`src/rtl/regwin_pkg.sv`:
```
package regwin_pkg;

    typedef enum logic [1:0] {
        TRAP_NONE  = 2'b00,
        TRAP_OVF   = 2'b01,
        TRAP_UNF   = 2'b10,
        TRAP_ILL   = 2'b11
    } trap_code_e;

    // Status fields other than the window pointer
    typedef struct packed {
        logic [3:0] icc;
        logic       ef;
        logic [3:0] pil;
        logic       s;
        logic       ps;
        logic       et;
    } sr_fields_t;

    localparam int SR_CWP_W = 5;

endpackage

```
`src/rtl/regwin_step.sv`:
```
module regwin_step #(
    parameter int NWIN = 8,
    localparam int CW  = $clog2(NWIN)
) (
    input  logic [CW-1:0] cur_i,
    output logic [CW-1:0] up_o,
    output logic [CW-1:0] dn_o
);
    localparam logic [CW-1:0] TOP = CW'(NWIN - 1);

    always_comb begin
        up_o = (cur_i == TOP)   ? '0  : cur_i + 1'b1;
        dn_o = (cur_i == '0)    ? TOP : cur_i - 1'b1;
    end
endmodule

```
`src/rtl/regwin_sr_codec.sv`:
```
module regwin_sr_codec
    import regwin_pkg::*;
#(
    parameter int          NWIN    = 8,
    parameter logic [7:0]  VERSION = 8'hA3,
    localparam int         CW      = $clog2(NWIN)
) (
    input  sr_fields_t      f_i,
    input  logic [CW-1:0]   cwp_i,
    output logic [31:0]     word_o,
    input  logic [31:0]     wdata_i,
    output sr_fields_t      f_o,
    output logic [4:0]      cwp_o
);
    always_comb begin
        word_o = {VERSION, f_i.icc, 7'b0, f_i.ef, f_i.pil,
                  f_i.s, f_i.ps, f_i.et, SR_CWP_W'(cwp_i)};
        f_o.icc = wdata_i[23:20];
        f_o.ef  = wdata_i[12];
        f_o.pil = wdata_i[11:8];
        f_o.s   = wdata_i[7];
        f_o.ps  = wdata_i[6];
        f_o.et  = wdata_i[5];
        cwp_o   = wdata_i[4:0];
    end
endmodule

```
`src/rtl/regwin_ctrl.sv`:
```
module regwin_ctrl
    import regwin_pkg::*;
#(
    parameter int         NWIN    = 8,
    parameter logic [7:0] VERSION = 8'hA3
) (
    input  logic            clk,
    input  logic            rst_n,
    input  logic            save_i,
    input  logic            restore_i,
    input  logic            rett_i,
    input  logic            sr_wr_i,
    input  logic [31:0]     sr_wdata_i,
    input  logic            mask_we_i,
    input  logic [NWIN-1:0] mask_wdata_i,
    output logic [31:0]     sr_o,
    output logic [4:0]      cwp_o,
    output logic [NWIN-1:0] mask_o,
    output logic            trap_o,
    output logic [1:0]      trap_code_o
);
    localparam int       CW     = $clog2(NWIN);
    localparam logic [5:0] NWIN6 = 6'(NWIN);

    typedef struct packed {
        logic [CW-1:0]   cwp;
        logic [NWIN-1:0] mask;
        sr_fields_t      f;
        logic            trap;
        trap_code_e      code;
    } state_t;

    state_t     st_q, st_d;
    logic [CW-1:0] cwp_up, cwp_dn;
    sr_fields_t wr_f;
    logic [4:0] wr_cwp;
    logic       wr_ok;

    regwin_step #(.NWIN(NWIN)) u_step (
        .cur_i (st_q.cwp),
        .up_o  (cwp_up),
        .dn_o  (cwp_dn)
    );

    regwin_sr_codec #(.NWIN(NWIN), .VERSION(VERSION)) u_codec (
        .f_i     (st_q.f),
        .cwp_i   (st_q.cwp),
        .word_o  (sr_o),
        .wdata_i (sr_wdata_i),
        .f_o     (wr_f),
        .cwp_o   (wr_cwp)
    );

    assign wr_ok = ({1'b0, wr_cwp} < NWIN6);

    always_comb begin
        st_d      = st_q;
        st_d.trap = 1'b0;
        st_d.code = TRAP_NONE;
        if (mask_we_i) st_d.mask = mask_wdata_i;

        if (sr_wr_i) begin
            if (!wr_ok) begin
                st_d.trap = 1'b1;
                st_d.code = TRAP_ILL;
            end else begin
                st_d.f   = wr_f;
                st_d.cwp = wr_cwp[CW-1:0];
            end
        end else if (rett_i) begin
            if (st_q.f.et) begin
                st_d.trap = 1'b1;
                st_d.code = TRAP_ILL;
            end else begin
                st_d.f.et = 1'b1;
                if (st_q.mask[cwp_up]) begin
                    st_d.trap = 1'b1;
                    st_d.code = TRAP_UNF;
                end else begin
                    st_d.cwp  = cwp_up;
                    st_d.f.s  = st_q.f.ps;
                end
            end
        end else if (save_i) begin
            if (st_q.mask[cwp_dn]) begin
                st_d.trap = 1'b1;
                st_d.code = TRAP_OVF;
            end else begin
                st_d.cwp = cwp_dn;
            end
        end else if (restore_i) begin
            if (st_q.mask[cwp_up]) begin
                st_d.trap = 1'b1;
                st_d.code = TRAP_UNF;
            end else begin
                st_d.cwp = cwp_up;
            end
        end
    end

    always_ff @(posedge clk or negedge rst_n) begin
        if (!rst_n) begin
            st_q      <= '0;
            st_q.f.s  <= 1'b1;
            st_q.code <= TRAP_NONE;
        end else begin
            st_q <= st_d;
        end
    end

    assign cwp_o       = 5'(st_q.cwp);
    assign mask_o      = st_q.mask;
    assign trap_o      = st_q.trap;
    assign trap_code_o = st_q.code;
endmodule

```
`config.mk`:
```
export PLATFORM = sky130hd
export DESIGN_NAME = regwin_ctrl
export DESIGN_NICKNAME = d
export VERILOG_FILES = /design/src/rtl/regwin_pkg.sv /design/src/rtl/regwin_step.sv /design/src/rtl/regwin_sr_codec.sv /design/src/rtl/regwin_ctrl.sv
export SDC_FILE = /design/constraint.sdc
export NUM_CORES = 1
export LEC_CHECK = 0
export CAP_MARGIN = 20
export CORE_MARGIN = 2
export CORE_UTILIZATION = 41
export DETAILED_ROUTE_END_ITERATION = 10
export HOLD_SLACK_MARGIN = 0.06
export PLACE_DENSITY = 0.86
export SLEW_MARGIN = 20
export SYNTH_ARGS = -nofsm -noshare
export SYNTH_HDL_FRONTEND = slang
export SYNTH_SLANG_ARGS = --single-unit
```
`constraint.sdc`:
```
create_clock -name clk -period 4.98 [get_ports clk]
set_input_delay 0.996 -clock clk [delete_from_list [all_inputs] [get_ports clk]]
set_output_delay 0.996 -clock clk [all_outputs]
set_load 0.01 [all_outputs]
```
==> results of run 1 <==
[path summary, 6_finish.rpt]
kind | startpoint | to | slack, ns
hold reg to reg | st_q[13] | st_q[13] | 0.52
hold / removal | st_q[13] | st_q[13] | 0.52
setup / recovery | sr_wr_i | st_q[14] | 2.12
min in group asynchronous | rst_n | mask_o[1] | 1.08
max in group asynchronous | rst_n | st_q[5] | 3.61
setup reg to reg | cwp_o[0] | cwp_o[0] | 2.36
[power breakdown]
| part | switching, mW | internal, mW |
|---|---|---|
| clock network | 0.0690 | 0.107 |
| logic | 0.261 | 0.293 |
| registers | 0.0526 | 0.263 |
[metrics by stage]
step	utilization [%]	hold WS, ns
after floorplan	-	0.551
after detailed placement	57.6	0.495
after global routing	59.6	0.540
after global placement	57.6	0.489
final	59.6	0.515
after CTS	59.6	0.517
[flip-flops by register name, summed over array words and instances, names as in the netlist]
| register | flops |
|---|---|
| trap_o | 1 |
| cwp_o | 3 |
| trap_code_o | 2 |
| mask_o | 8 |
| st_q | 12 |
[final cells by class]
class,instances,area (µm²),share of cell area [%]
Clock inverter,1,30.0,1.36
Sequential cell,26,652,29.5
Inverter,6,22.5,1.02
Clock buffer,3,41.3,1.87
Multi-Input combinational cell,111,792,35.8
Tap cell,48,60.1,2.71
Timing Repair Buffer,62,616,27.8
[logic make-up after synthesis]
group                    Yosys count
flip-flops                        26
other                              2
AND/OR/NAND/NOR                   32
AO/OA/AOI/OAI                     35
buffers and inverters             33
multiplexers                      21
adder cells (fa/ha/maj)            4
[placed cells by master, fill, tap and decap left out, types with 2 or more instances in the layout]
| cell type | netlist | layout |
|---|---|---|
| nor2_1 | 5 | 5 |
| a31oi_1 | 3 | 3 |
| o21ai_1 | 2 | 2 |
| ha_1 | 4 | 4 |
| nor3_1 | 3 | 3 |
| buf_4 | 22 | 2 |
| a211oi_1 | 2 | 2 |
| inv_1 | 6 | 6 |
| nand2_1 | 8 | 8 |
| mux2i_1 | 2 | 2 |
| nand3_1 | 2 | 2 |
| a21oi_1 | 6 | 6 |
| mux2_2 | 19 | 19 |
| nand2b_2 | 2 | 2 |
| nand2b_1 | 4 | 4 |
| clkdlybuf4s50_1 | 0 | 60 |
| dfrtp_1 | 25 | 25 |
| conb_1 | 2 | 19 |
| o22ai_1 | 2 | 2 |
| o21ai_0 | 3 | 3 |
| clkbuf_8 | 0 | 3 |
[worst max-delay path, cell delays in order]
cell	delay, ns
clkdlybuf4s50_1	0.74
inv_1	0.19
nor3_2	0.47
buf_4	0.28
mux2_2	0.35
[metal layers]
metal | GRT usage (%) | vias up | routed length, µm
li1 | - | 616 | -
met1 | 21.5 | 600 | 1430
met2 | 25.8 | 44 | 1620
met3 | 2.70 | 4 | 187
met4 | 3.83 | 0 | 23
met5 | 0 | - | 0
==> flow_summary.ini, run 1 <==
[run_status]
status = completed

[detailed_routing]
drc_errors = 0
ant_nets = 0
drt_iter0_markers = 58
drt-vias-per-instance = 4.92
routedWlPerCell_um = 12.7
drt_first_pass_iters = 4
wl_um = 3270
vias = 1264

[worst_setup_path]
crit_path_start_kind = input port
rr_worst_depth = 8
critPathRequiredTime_ns = 5.14
worst-path-max-fanout = 13
crit_path_end_kind = flop
critical_path_arrival_ns = 3.02
critPathKind = in2reg

[placement]
place_congestion = 0.856
dpl_cell_area_um2 = 2140
io_buffers = 60
dp_cells = 253
pre_cts_ws_ns = 1.81
dp_hpwl_um = 2540

[clock_tree]
cts_buffers = 3
numClockSinks = 26
root_buffer = clkbuf_8
tritoncts = built
htreeDepth = 1
path_clk_slew_ns = 0.09
cts_resized = 0
cts_setup_buffers = 0
clock_path_buffers = 2
cts_hold_buf = 0
clk_latency_ns = 0.27

[global_routing]
grt_max_degree = 27
antenna_found_initial = 0
grt_usage_pct = 15.7
grt_overflow = 0
grt_pass1_vias = 1214
grt_pass1_wl_um = 5440

[power]
ir_drop_mv = 0.230
power_mw = 1.05
p_leak_nw = 0.945
cellPowerDensity_nw_per_um2 = 472

[layout]
final_cell_area_um2 = 2210
fin_nets = 261
fillCellCount = 337
n_antenna_cell = 0
drive_above_1_share_pct = 16.3
post_layout_nonfiller_instances = 257
area_growth_syn_to_layout_pct = 37.5

[die]
rows = 22
dieArea_um2 = 4440
start_util_pct = 43.3
die_w_um = 66.7
core_um2 = 3720
die_h_um = 66.7
ios = 95

[yosys]
yosys-top-cells-count = dfrtp_1, buf_4, mux2_2
yosys.area_share.simple_pct = 10.6
avgSynthCellArea_um2 = 10.5
yosysMostFrequentCell = dfrtp_1
syn-cell-area_um2 = 1610
yosysTopAreaCellShare_pct = 38.9
synthFlopType = dfrtp_1
synthMuxAreaShare_pct = 14.5
synth_compound_area_share_pct = 16.5
synthTopCellsByArea = dfrtp_1, mux2_2, buf_4, ha_1, buf_6
postSynthCellCount = 153
synth_xor_area_share_pct = 0
synth_edf_count = 0
yosysWarnings = 0
yosys.area_share.adder_pct = 3.11
synth_seq_cells = 26
synth_cell_types = 48
synth_top_family_by_area = compound AO/OA/AOI/OAI gates
synth_top_area_cell = dfrtp_1
async_flop_share_pct = 100
yosysSeqAreaShare_pct = 40.5

[timing]
fin_crit_sh_pct = 57.4
finalWorstSetupSlack_ns = 2.12
final-setup-viol-count = 0
skew_ns = 0.00504
finalHoldViolCount = 0
tns_ns = 0
drv_slew = 0
period_minus_slack_ns = 2.86
fmax_mhz = 350
rsz0062_at_grt = false

[min_path]
whs_path_depth = 1
hold_class = reg2reg

[run]
drv_cap = 0
Power figures use the tool's default switching activity.
==> inputs of run 2 (changes only) <==
- CORE_UTILIZATION: 41 -> 38
- PLACE_DENSITY: 0.86 -> 0.81
- clock period: 4.98 -> 2.78 ns (I/O delays scaled with it)
==> run 2 against run 1 <==
Largest cell class unchanged. Sequential share of layout area decreased by 0.21 points. Critical path type is now reg2reg. Largest power group unchanged. Register-to-register slack worse by 2.0 ns. Global-route usage shrank 1.6 points. Setup slack worse by 1.7 ns. Critical path depth is 4 higher. Design area rose by 0.74%. Highest routed layer unchanged. Worst hold slack worse by 0.0023 ns. Wire length grew 2.9%. Count of clock-buffer cells in the layout is 1 higher. Total power grew 73%.
==> flow_summary.ini, run 2 (synthesis results as in run 1) <==
[run]
drv_cap = 0

[worst_setup_path]
crit_path_start_kind = flop
cpPeakStageDelay_ns = 0.43
crit_family = compound AO/OA/AOI/OAI gates
crit_chain = buf_4, ha_1, ha_1, nand2b_1, o211ai_1, o22ai_2, a221oi_2, o21ai_1, a21bo_1
crit_path_end_kind = flop
worst-path-max-fanout = 12
critPathKind = reg2reg
crit_top_cell = ha_1
cpMaxStageDelayCell = dfrtp_1
critPathRequiredTime_ns = 2.99
critical_path_arrival_ns = 2.58
path_buf_inv = 1

[placement]
dpl_cell_area_um2 = 2170
place_congestion = 0.881
io_buffers = 60
dp_cells = 259
dp_hpwl_um = 2640

[global_routing]
grt_overflow = 0
grt_usage_pct = 14.1
antenna_found_initial = 0
grt_pass1_wl_um = 5680
grt_pass1_vias = 1210
grt_max_degree = 27

[die]
die_h_um = 69.1
start_util_pct = 40.0
dieArea_um2 = 4770
ios = 95
rows = 23
die_w_um = 69.1
core_um2 = 4030

[timing]
tns_ns = 0
fmax_mhz = 422
skew_ns = 0.00120
fin_crit_sh_pct = 85.3
drv_slew = 0
final-setup-viol-count = 0
rsz0062_at_grt = false
finalHoldViolCount = 0
period_minus_slack_ns = 2.37

[clock_tree]
tritoncts = built
cts_buffers = 3
root_buffer = clkbuf_8
clock_path_buffers = 2
cts_hold_buf = 0
cts_resized = 0
cts_setup_buffers = 0
numClockSinks = 26
htreeDepth = 1
path_clk_slew_ns = 0.09
clk_latency_ns = 0.27

[layout]
post_layout_nonfiller_instances = 263
largest_register = st_q
n_antenna_cell = 0
drive_above_1_share_pct = 17.8
mostFrequentLayoutCells = clkdlybuf4s50_1, dfrtp_1, mux2_2, conb_1, nand2_1
final_common_cell = clkdlybuf4s50_1
final_cell_area_um2 = 2230
area_growth_syn_to_layout_pct = 38.5
largest_reg_flops = 12
fillCellCount = 368
utilization_pct = 55.3
fin_nets = 265

[power]
cellPowerDensity_nw_per_um2 = 813
ir_drop_mv = 0.390
p_leak_nw = 0.958
power_mw = 1.81

[detailed_routing]
ant_nets = 0
drt_iter0_markers = 44
drc_errors = 0
vias = 1267
drt-vias-per-instance = 4.82
drt_first_pass_iters = 4
wl_um = 3360
routedWlPerCell_um = 12.8

[run_status]
status = completed

[min_path]
hold_class = reg2reg
run 2: report_power, final:
group / internal (mW) / switching [mW]
combinational: 0.536 / 0.485
sequential: 0.472 / 0.0756
clock: 0.127 / 0.118
run 2: final cells by class:
type                            count  area (µm²)  area share [%]
Clock buffer                        4        55.1            2.47
Timing Repair Buffer               66         646            29.0
Multi-Input combinational cell    111         792            35.5
Inverter                            6        22.5            1.01
Tap cell                           50        62.6            2.81
Sequential cell                    26         652            29.2
run 2: per-stage QoR:
| stage | hold WS, ns | setup WS, ns |
|---|---|---|
| after floorplan | 0.260 | 0.552 |
| after global placement | 0.488 | 0.434 |
| after detailed placement | 0.495 | 0.433 |
| after CTS | 0.517 | 0.426 |
| after global routing | 0.543 | 0.191 |
| final | 0.513 | 0.410 |
run 2: worst paths after layout:
kind                           from  slack, ns         to  cells past startpoint
max                        cwp_o[0]       0.41   cwp_o[0]                      9
min reg2reg                st_q[14]       0.51   st_q[14]                      1
max reg2reg                cwp_o[0]       0.41   cwp_o[0]                      9
min in group asynchronous     rst_n       0.65  mask_o[4]                      2
max in group asynchronous     rst_n       1.83    st_q[5]                      2
min                        st_q[14]       0.51   st_q[14]                      1
run 2: per-layer routing:
metal / track usage (%) / part of all wire [%] / vias up
met3: 2.78 / 5.4 / 4
met2: 23.3 / 48 / 39
met1: 19.3 / 46 / 600
li1: - / - / 624
met5: 0 / 0 / -
met4: 2.61 / 0.77 / 0
==> inputs of run 3 (changes only) <==
==> constraint.sdc (replaced) <==
create_clock -name clk -period 2.78 [get_ports clk]
set_input_delay 0.417 -clock clk [delete_from_list [all_inputs] [get_ports clk]]
set_output_delay 0.417 -clock clk [all_outputs]
set_load 0.01 [all_outputs]
==> run 3 against run 2 <==
Clock skew hardly changed. Core utilization is 0.43 points lower. Die area stayed put. Combinational power hardly changed. Maximum frequency is 1.9% lower. Sequential power hardly changed. Sequential share of layout area is 0.23 points higher. Design area is 0.79% lower. Critical path depth stayed put. Setup slack worse by 0.047 ns. Critical endpoint unchanged.
==> flow_summary.ini, run 3 (synthesis results as in run 1) <==
[power]
cellPowerDensity_nw_per_um2 = 814
power_mw = 1.80
p_leak_nw = 0.947
ir_drop_mv = 0.491

[timing]
rsz0062_at_grt = false
fmax_mhz = 414
finalHoldViolCount = 0
drv_slew = 0
fin_crit_sh_pct = 87.0
period_minus_slack_ns = 2.42
tns_ns = 0
final-setup-viol-count = 0
finalWorstSetupSlack_ns = 0.363
skew_ns = 0.00145

[layout]
fillCellCount = 375
mostFrequentLayoutCells = clkdlybuf4s50_1, dfrtp_1, mux2_2, conb_1, nand2_1
drive_above_1_share_pct = 17.0
utilization_pct = 54.9
fin_nets = 264
area_growth_syn_to_layout_pct = 37.4
final_cell_area_um2 = 2210
largest_reg_flops = 12
largest_register = st_q
final_common_cell = clkdlybuf4s50_1
n_antenna_cell = 0

[clock_tree]
cts_hold_buf = 0
tritoncts = built
clk_latency_ns = 0.27
root_buffer = clkbuf_8
cts_setup_buffers = 0
path_clk_slew_ns = 0.09
cts_resized = 0
clock_path_buffers = 2
htreeDepth = 1
cts_buffers = 3
numClockSinks = 26

[min_path]
hold_class = in2async

[global_routing]
grt_usage_pct = 14.4
grt_pass1_wl_um = 5730
grt_overflow = 0
antenna_found_initial = 0
grt_pass1_vias = 1205
grt_max_degree = 27

[die]
core_um2 = 4030
rows = 23
dieArea_um2 = 4770
ios = 95
die_h_um = 69.1
die_w_um = 69.1
start_util_pct = 40.0

[worst_setup_path]
worst-path-max-fanout = 12
crit_path_start_kind = flop
crit_path_end_kind = flop
crit_chain = buf_4, ha_1, ha_1, nand2b_1, o211ai_1, o22ai_2, a221oi_2, o21ai_1, a21bo_1
critPathRequiredTime_ns = 2.99
r2r_setup_slack_ns = 0.36
path_depth = 9
reg2reg_to = cwp_o[0]
cpMaxStageDelayCell = dfrtp_1
crit_family = compound AO/OA/AOI/OAI gates
critical_path_arrival_ns = 2.63
critPathKind = reg2reg
crit_top_cell = ha_1
r2r-start = cwp_o[0]
path_buf_inv = 1
cpPeakStageDelay_ns = 0.43
rr_worst_depth = 9

[placement]
dp_hpwl_um = 2720
pre_cts_ws_ns = 0.389
dpl_cell_area_um2 = 2170
io_buffers = 60
place_congestion = 0.918

[run]
drv_cap = 0

[run_status]
status = completed

[detailed_routing]
drt_iter0_markers = 29
ant_nets = 0
vias = 1280
wl_um = 3450
drt_first_pass_iters = 4
drt-vias-per-instance = 4.89
drc_errors = 0
routedWlPerCell_um = 13.2
## run 3: cell count changes in the layout (fill, tap and decap cells not counted)
cell	previous run	this run
buf_4	6	5
clkbuf_1	0	1
clkbuf_8	4	3
## run 3: power by group
group	leakage, nW	switching (mW)	total (mW)	internal, mW
clock network	0.0228	0.120	0.222	0.103
logic	0.622	0.493	1.03	0.536
registers	0.302	0.0764	0.549	0.472
## run 3: per-layer routing
layer	wire length, µm	GRT usage [%]	part of all wire (%)	vias up
met4	15	2.40	0.44	0
met1	1540	19.6	45	608
met3	165	2.92	4.8	2
met5	0	0	0	-
met2	1720	23.9	50	41
li1	-	-	-	629
## run 3: area by class of cell
class	count	area [µm²]	share of cell area (%)
Clock buffer	4	45.0	2.04
Inverter	6	22.5	1.02
Multi-Input combinational cell	111	792	35.8
Sequential cell	26	652	29.5
Tap cell	50	62.6	2.83
Timing Repair Buffer	65	638	28.8
## run 3: worst reg2reg max path: cells and delay by family (launching register included)
| kind | cells | cell delay (ns) |
|---|---|---|
| adders and majority gates | 2 | 0.44 |
| DFF | 1 | 0.43 |
| AOI/OAI and AO/OA | 5 | 1.08 |
| buffers and inverters | 1 | 0.20 |
| and+or+nand+nor | 1 | 0.21 |
## run 3: metrics by stage
| step | instances | hold slack (ns) |
|---|---|---|
| 3_5_place_dp | 258 | 0.495 |
| 6_report | 262 | 0.508 |
| 4_1_cts | 262 | 0.518 |
| 3_3_place_gp | 258 | 0.488 |
| 5_1_grt | 262 | 0.543 |
| 2_1_floorplan | 170 | 0.121 |
## run 3: how the worst max path moves through the flow
stage,from,to,slack (ns)
floorplan,cwp_o[0],st_q[5],0.55
global placement,cwp_o[0],cwp_o[0],0.45
detailed placement,cwp_o[0],cwp_o[0],0.39
CTS,cwp_o[0],cwp_o[0],0.36
global route,cwp_o[0],cwp_o[0],0.18
finish,cwp_o[0],cwp_o[0],0.36
